==> src/rtl/ldpc_enc_pkg.sv <==
`timescale 1ns/1ps
package ldpc_enc_pkg;

    // Default code geometry: (15,7) cyclic code, 8 check bits.
    localparam int          DEF_INFO_W = 7;
    localparam int          DEF_PAR_W  = 8;
    // g(x) = 1 + x^4 + x^6 + x^7 + x^8, bit j holds the x^j coefficient.
    localparam logic [31:0] DEF_GEN    = 32'h0000_01D1;

    // x^e mod g(x), for a generator of degree par_w.
    function automatic logic [31:0] pow_mod(input logic [31:0] gen,
                                            input int          par_w,
                                            input int          e);
        logic [31:0] r;
        logic        top;
        r = 32'd1;
        for (int t = 0; t < e; t++) begin
            top = r[par_w-1];
            r   = (r << 1) & ((32'd1 << par_w) - 32'd1);
            if (top) begin
                r = r ^ (gen & ((32'd1 << par_w) - 32'd1));
            end
        end
        return r;
    endfunction

    // Data bits feeding check bit k: bit i set when x^(par_w+i) mod g has x^k.
    function automatic logic [31:0] check_subset(input logic [31:0] gen,
                                                 input int          info_w,
                                                 input int          par_w,
                                                 input int          k);
        logic [31:0] m;
        logic [31:0] rem;
        m = '0;
        for (int i = 0; i < info_w; i++) begin
            rem  = pow_mod(gen, par_w, par_w + i);
            m[i] = rem[k];
        end
        return m;
    endfunction

    function automatic int ones32(input logic [31:0] v);
        int n;
        n = 0;
        for (int b = 0; b < 32; b++) begin
            n = n + int'(v[b]);
        end
        return n;
    endfunction

    // Position of the n-th set bit of v (counting from 0).
    function automatic int nth_one(input logic [31:0] v, input int n);
        int cnt;
        int pos;
        cnt = 0;
        pos = 0;
        for (int b = 0; b < 32; b++) begin
            if (v[b]) begin
                if (cnt == n) begin
                    pos = b;
                end
                cnt = cnt + 1;
            end
        end
        return pos;
    endfunction

    // Remainder of the word polynomial c(x) divided by g(x).
    function automatic logic [31:0] word_mod(input logic [31:0] c,
                                             input int          code_w,
                                             input logic [31:0] gen,
                                             input int          par_w);
        logic [31:0] r;
        r = c;
        for (int d = code_w - 1; d >= par_w; d--) begin
            if (r[d]) begin
                r = r ^ (gen << (d - par_w));
            end
        end
        return r & ((32'd1 << par_w) - 32'd1);
    endfunction

endpackage

==> src/rtl/ldpc_xor_chain.sv <==
`timescale 1ns/1ps
// One check bit: a private chain of 2-input XOR gates over N_IN inputs.
module ldpc_xor_chain #(
    parameter int N_IN = 3
) (
    input  logic [N_IN-1:0] sel_i,
    output logic            par_o
);

    generate
        for (genvar j = 0; j < N_IN; j++) begin : g_link
            logic node;
            if (j == 0) begin : g_head
                assign node = sel_i[0];
            end else begin : g_xor
                assign node = g_link[j-1].node ^ sel_i[j];
            end
        end
    endgenerate

    assign par_o = g_link[N_IN-1].node;

endmodule

==> src/rtl/ldpc_check_bank.sv <==
`timescale 1ns/1ps
// All check bits, one independent chain each; subsets come from g(x).
module ldpc_check_bank #(
    parameter int          INFO_W   = ldpc_enc_pkg::DEF_INFO_W,
    parameter int          PAR_W    = ldpc_enc_pkg::DEF_PAR_W,
    parameter logic [31:0] GEN_POLY = ldpc_enc_pkg::DEF_GEN
) (
    input  logic [INFO_W-1:0] info_i,
    output logic [PAR_W-1:0]  check_o
);

    generate
        for (genvar k = 0; k < PAR_W; k++) begin : g_check
            localparam logic [31:0] SUBSET =
                ldpc_enc_pkg::check_subset(GEN_POLY, INFO_W, PAR_W, k);
            localparam int N_SEL = ldpc_enc_pkg::ones32(SUBSET);

            if (N_SEL == 0) begin : g_none
                assign check_o[k] = 1'b0;
            end else begin : g_some
                logic [N_SEL-1:0] picked;
                for (genvar n = 0; n < N_SEL; n++) begin : g_pick
                    assign picked[n] = info_i[ldpc_enc_pkg::nth_one(SUBSET, n)];
                end
                ldpc_xor_chain #(
                    .N_IN (N_SEL)
                ) u_chain (
                    .sel_i (picked),
                    .par_o (check_o[k])
                );
            end
        end
    endgenerate

endmodule

==> src/rtl/ldpc_out_stage.sv <==
`timescale 1ns/1ps
// Output stage: a register with a strobe, or a straight wire.
module ldpc_out_stage #(
    parameter int CODE_W     = 15,
    parameter bit REGISTERED = 1'b1
) (
    input  logic              clk,
    input  logic              rst_n,
    input  logic              vld_i,
    input  logic [CODE_W-1:0] code_i,
    output logic              vld_o,
    output logic [CODE_W-1:0] code_o
);

    generate
        if (REGISTERED) begin : g_reg
            typedef struct packed {
                logic              vld;
                logic [CODE_W-1:0] code;
            } stage_t;

            stage_t stage_d;
            stage_t stage_q;

            always_comb begin
                stage_d     = stage_q;
                stage_d.vld = vld_i;
                if (vld_i) begin
                    stage_d.code = code_i;
                end
            end

            always_ff @(posedge clk or negedge rst_n) begin
                if (!rst_n) begin
                    stage_q <= '0;
                end else begin
                    stage_q <= stage_d;
                end
            end

            assign vld_o  = stage_q.vld;
            assign code_o = stage_q.code;
        end else begin : g_wire
            assign vld_o  = vld_i;
            assign code_o = code_i;
        end
    endgenerate

endmodule

==> src/rtl/ldpc_sys_encoder.sv <==
`timescale 1ns/1ps
// Systematic encoder for the (15,7) cyclic geometry LDPC code.
module ldpc_sys_encoder #(
    parameter int          INFO_W     = ldpc_enc_pkg::DEF_INFO_W,
    parameter int          PAR_W      = ldpc_enc_pkg::DEF_PAR_W,
    parameter logic [31:0] GEN_POLY   = ldpc_enc_pkg::DEF_GEN,
    parameter bit          REGISTERED = 1'b1
) (
    input  logic                      clk,
    input  logic                      rst_n,
    input  logic                      in_valid,
    input  logic [INFO_W-1:0]         info_i,
    output logic                      out_valid,
    output logic [INFO_W+PAR_W-1:0]   code_o
);

    localparam int CODE_W = INFO_W + PAR_W;

    logic [PAR_W-1:0]  check_w;
    logic [CODE_W-1:0] code_w;

    ldpc_check_bank #(
        .INFO_W   (INFO_W),
        .PAR_W    (PAR_W),
        .GEN_POLY (GEN_POLY)
    ) u_bank (
        .info_i  (info_i),
        .check_o (check_w)
    );

    // Data in the low positions, check bits above them.
    assign code_w = {check_w, info_i};

    ldpc_out_stage #(
        .CODE_W     (CODE_W),
        .REGISTERED (REGISTERED)
    ) u_out (
        .clk    (clk),
        .rst_n  (rst_n),
        .vld_i  (in_valid),
        .code_i (code_w),
        .vld_o  (out_valid),
        .code_o (code_o)
    );

endmodule

==> config.mk <==
export PLATFORM = sky130hd
export DESIGN_NAME = ldpc_sys_encoder
export DESIGN_NICKNAME = d
export VERILOG_FILES = /design/src/rtl/ldpc_enc_pkg.sv /design/src/rtl/ldpc_xor_chain.sv /design/src/rtl/ldpc_check_bank.sv /design/src/rtl/ldpc_out_stage.sv /design/src/rtl/ldpc_sys_encoder.sv
export SDC_FILE = /design/constraint.sdc
export NUM_CORES = 1
export LEC_CHECK = 0
export BUFFER_PORTS_ARGS = -buffer_cell sky130_fd_sc_hd__clkbuf_2
export CAP_MARGIN = 20
export CELL_PAD_IN_SITES_DETAIL_PLACEMENT = 0
export CELL_PAD_IN_SITES_GLOBAL_PLACEMENT = 1
export CORE_MARGIN = 3
export CORE_UTILIZATION = 35
export DETAILED_ROUTE_END_ITERATION = 6
export PLACE_DENSITY = 0.72
export RECOVER_POWER = 25
export SLEW_MARGIN = 0
export SYNTH_ARGS = -nofsm -noshare
export SYNTH_HDL_FRONTEND = slang
export SYNTH_SLANG_ARGS = --single-unit
==> constraint.sdc <==
create_clock -name clk -period 1.7 [get_ports clk]
set_clock_uncertainty 0.2 [all_clocks]
set_input_delay 0.17 -clock clk [delete_from_list [all_inputs] [get_ports clk]]
set_output_delay 0.17 -clock clk [all_outputs]
set_load 0.1 [all_outputs]
==> summary.txt <==
final WL - 1.320 mm
diode count - 0
Slowest-stage cell, CP - dlygate4sd3_1
Final Hold Viols - 0
Register Area - 400.4 um^2
launch point of the critical path - info_i[4]
Flop pwr share - 33.0%
initial drt markers - 0
Tot GR Track Use - 11.09%
die area - 2716 um^2
synthesized net count - 57
post-synthesis sequential area ratio - 53.78%
R2R setup slack - 0.74 ns
DP Worst Slack - 0.1866 ns
final setup margin - 0.05826 ns
DR pass1 iterations - 1
fmax - 0.6091 GHz
routed wire length per instance - 12.57 um
syn_area_per_cell - 15.84 um^2
Yosys warning count - 0
fin crit period - 1.642 ns
Setup crit start kind - primary input
Buf/Inv on CP - 2
Root Driver - clkbuf_4
initial core utilization - 37.56%
pin count of the biggest net entering global routing - 17
worst-path maximum fanout - 3
period utilisation layout - 96.57%
slew at the pin closest to its max-slew limit - 0.8612 ns
Sw Pwr - 716.5 uW
Worst R2R End - u_out.code_o[12]
ANT nets after route - 0
peak supply drop - 0.6884 mV
Post-CTS Setup Bufs - 0
fin nets - 89
clock buffer depth - 2
fraction of layout cells with a size suffix above 1 - 57.69%
post-synth cell types - 10
Yosys reg bits - 16
vias in the first global route - 439
HP Class - primary input to register
most frequent cells in the layout - 23 x clkbuf_2, 16 x dfrtp_1, 15 x mux2_2, 7 x xnor2_1, 4 x dlygate4sd3_1
Pleak - 0.0004553 uW
R2R cell count - 1
Crit Path Class - primary input to register
Cell Pwr Density - 1463 nW/um^2
number of fill cells - 181
GP Congestion - 0.6376
Clock Latency Late Sink - 0.28 ns
Worst path max stage delay - 0.53 ns
clk sink count - 16
non-filler cells, final - 105
MaxCap Viol Count - 0
core box area - 1982 um^2
Post-Syn Instances - 47
clock share of power - 17.4%
CTS tree - yes
Rows - 16
hold path depth - 2
sum of negative setup slack - 0 ns
total I/O pin count - 26
stages on the worst setup path - 5
Port-buffer cells - 25
Power, Total - 1433 uW
crit path capture - u_out.code_o[11]
delay-heaviest family, CP - buffers and inverters
DIE WIDTH - 52.12 um
RSZ-0062 raised after global routing - no
Vert. Die Dim - 52.12 um
status - finished, final reports clean
first-pass GRT wire length - 2.097 mm
setup violators final - 0
cells along the critical path - dlygate4sd3_1 -> clkbuf_2 -> xnor2_2 -> xnor3_1 -> mux2_2
logic gate share of total power - 49.5%
Net Sw Frac - 49.98%
Via Count - 465
total grt overflow - 0
area occupied by multi-input gates - 346.6 um^2
Slew Limit Fails - 0
Worst Path Required - 1.68 ns
CTS Buf Count - 3
data arrival time of the critical path - 1.62 ns
# DRC - 0
initial antenna violation count - 0
CP endpoint kind - register
placed cells - 97
Area Overhead vs Synth - 31.60%
Reg2Reg Launch Point - u_out.code_o[12]
Internal - 717.0 uW
Worst-path clk slew - 0.09 ns
H-tree Lvls - 1
post-synth design cell area - 744.5 um^2
Slew Limit Headroom - 42.59%
most common cell after layout, fill and taps aside - clkbuf_2
post-DR vias/cell - 4.429
power groups by stage:
stage          Clock, uW  Combinational (uW)  Sequential, uW
2_1_floorplan          0                 123             949
3_3_place_gp           0                 702             481
3_5_place_dp           0                 706             483
4_1_cts              263                 714             475
5_1_grt              274                 736             481
6_report             250                 710             474
sequential cells by signal, indices dropped and copies added, names as in the netlist:
signal / flops
u_out.code_o: 15
u_out.vld_o: 1
cells by family (layout without fill, tap and decap cells):
| family | Yosys count | count (layout) | share of synthesized area, % |
|---|---|---|---|
| buffers and inverters | 2 | 33 | 1.175 |
| multiplexers | 15 | 15 | 22.69 |
| flip-flops | 16 | 16 | 53.78 |
| XOR/XNOR | 14 | 14 | 22.35 |
layout make-up:
| cell class | count | area share (%) |
|---|---|---|
| clock buffer | 4 | 3.704 |
| multi-input combinational | 29 | 35.38 |
| sequential | 16 | 40.87 |
| tap | 27 | 3.448 |
| timing repair buffer | 29 | 16.60 |
worst min path at each step:
| stage | startpoint | end | slack (ns) |
|---|---|---|---|
| 2_1_floorplan | rst_n | u_out.code_o[0] | -0.33 |
| 3_3_place_gp | rst_n | u_out.vld_o | -0.08 |
| 3_5_place_dp | rst_n | u_out.code_o[8] | -0.08 |
| 4_1_cts | info_i[5] | u_out.code_o[5] | 0.01 |
| 5_1_grt | info_i[5] | u_out.code_o[5] | 0.02 |
| 6_report | info_i[5] | u_out.code_o[5] | 0.02 |
repair_timing:
action,CTS,global route
hold buffers,4,0
hold endpoints to repair,19,0
setup endpoints to repair,0,1
resized for setup,0,1
per-layer routing:
metal,vias to the layer above,global-route usage (%),part of all wire [%]
met5,-,0,0
met4,0,7.860,1.3
met3,2,1.719,4.8
met2,14,18.41,53
met1,229,12.86,41
li1,220,-,-
Yosys cell counts:
cell type / instances / share of area [%]
clkbuf_1: 1 / 0.50
xnor3_1: 1 / 3.0
xnor2_1: 7 / 8.2
mux2_2: 15 / 23
xnor3_2: 1 / 3.2
dfrtp_1: 16 / 54
xor2_2: 1 / 2.2
xnor2_2: 1 / 2.2
buf_2: 1 / 0.67
xor2_1: 3 / 3.5
per-stage QoR:
| step | utilization (%) | area [um^2] | hold WS, ns |
|---|---|---|---|
| 2_1_floorplan | - | 744.5 | -0.3256 |
| 4_1_cts | 48.99 | 970.9 | 0.01075 |
| 3_5_place_dp | 45.14 | 894.6 | -0.08040 |
| 5_1_grt | 49.43 | 979.7 | 0.02444 |
| 6_report | 49.43 | 979.7 | 0.02243 |
| 3_3_place_gp | 45.14 | 894.6 | -0.08271 |
Note: power is estimated with default switching activity, not from simulation.
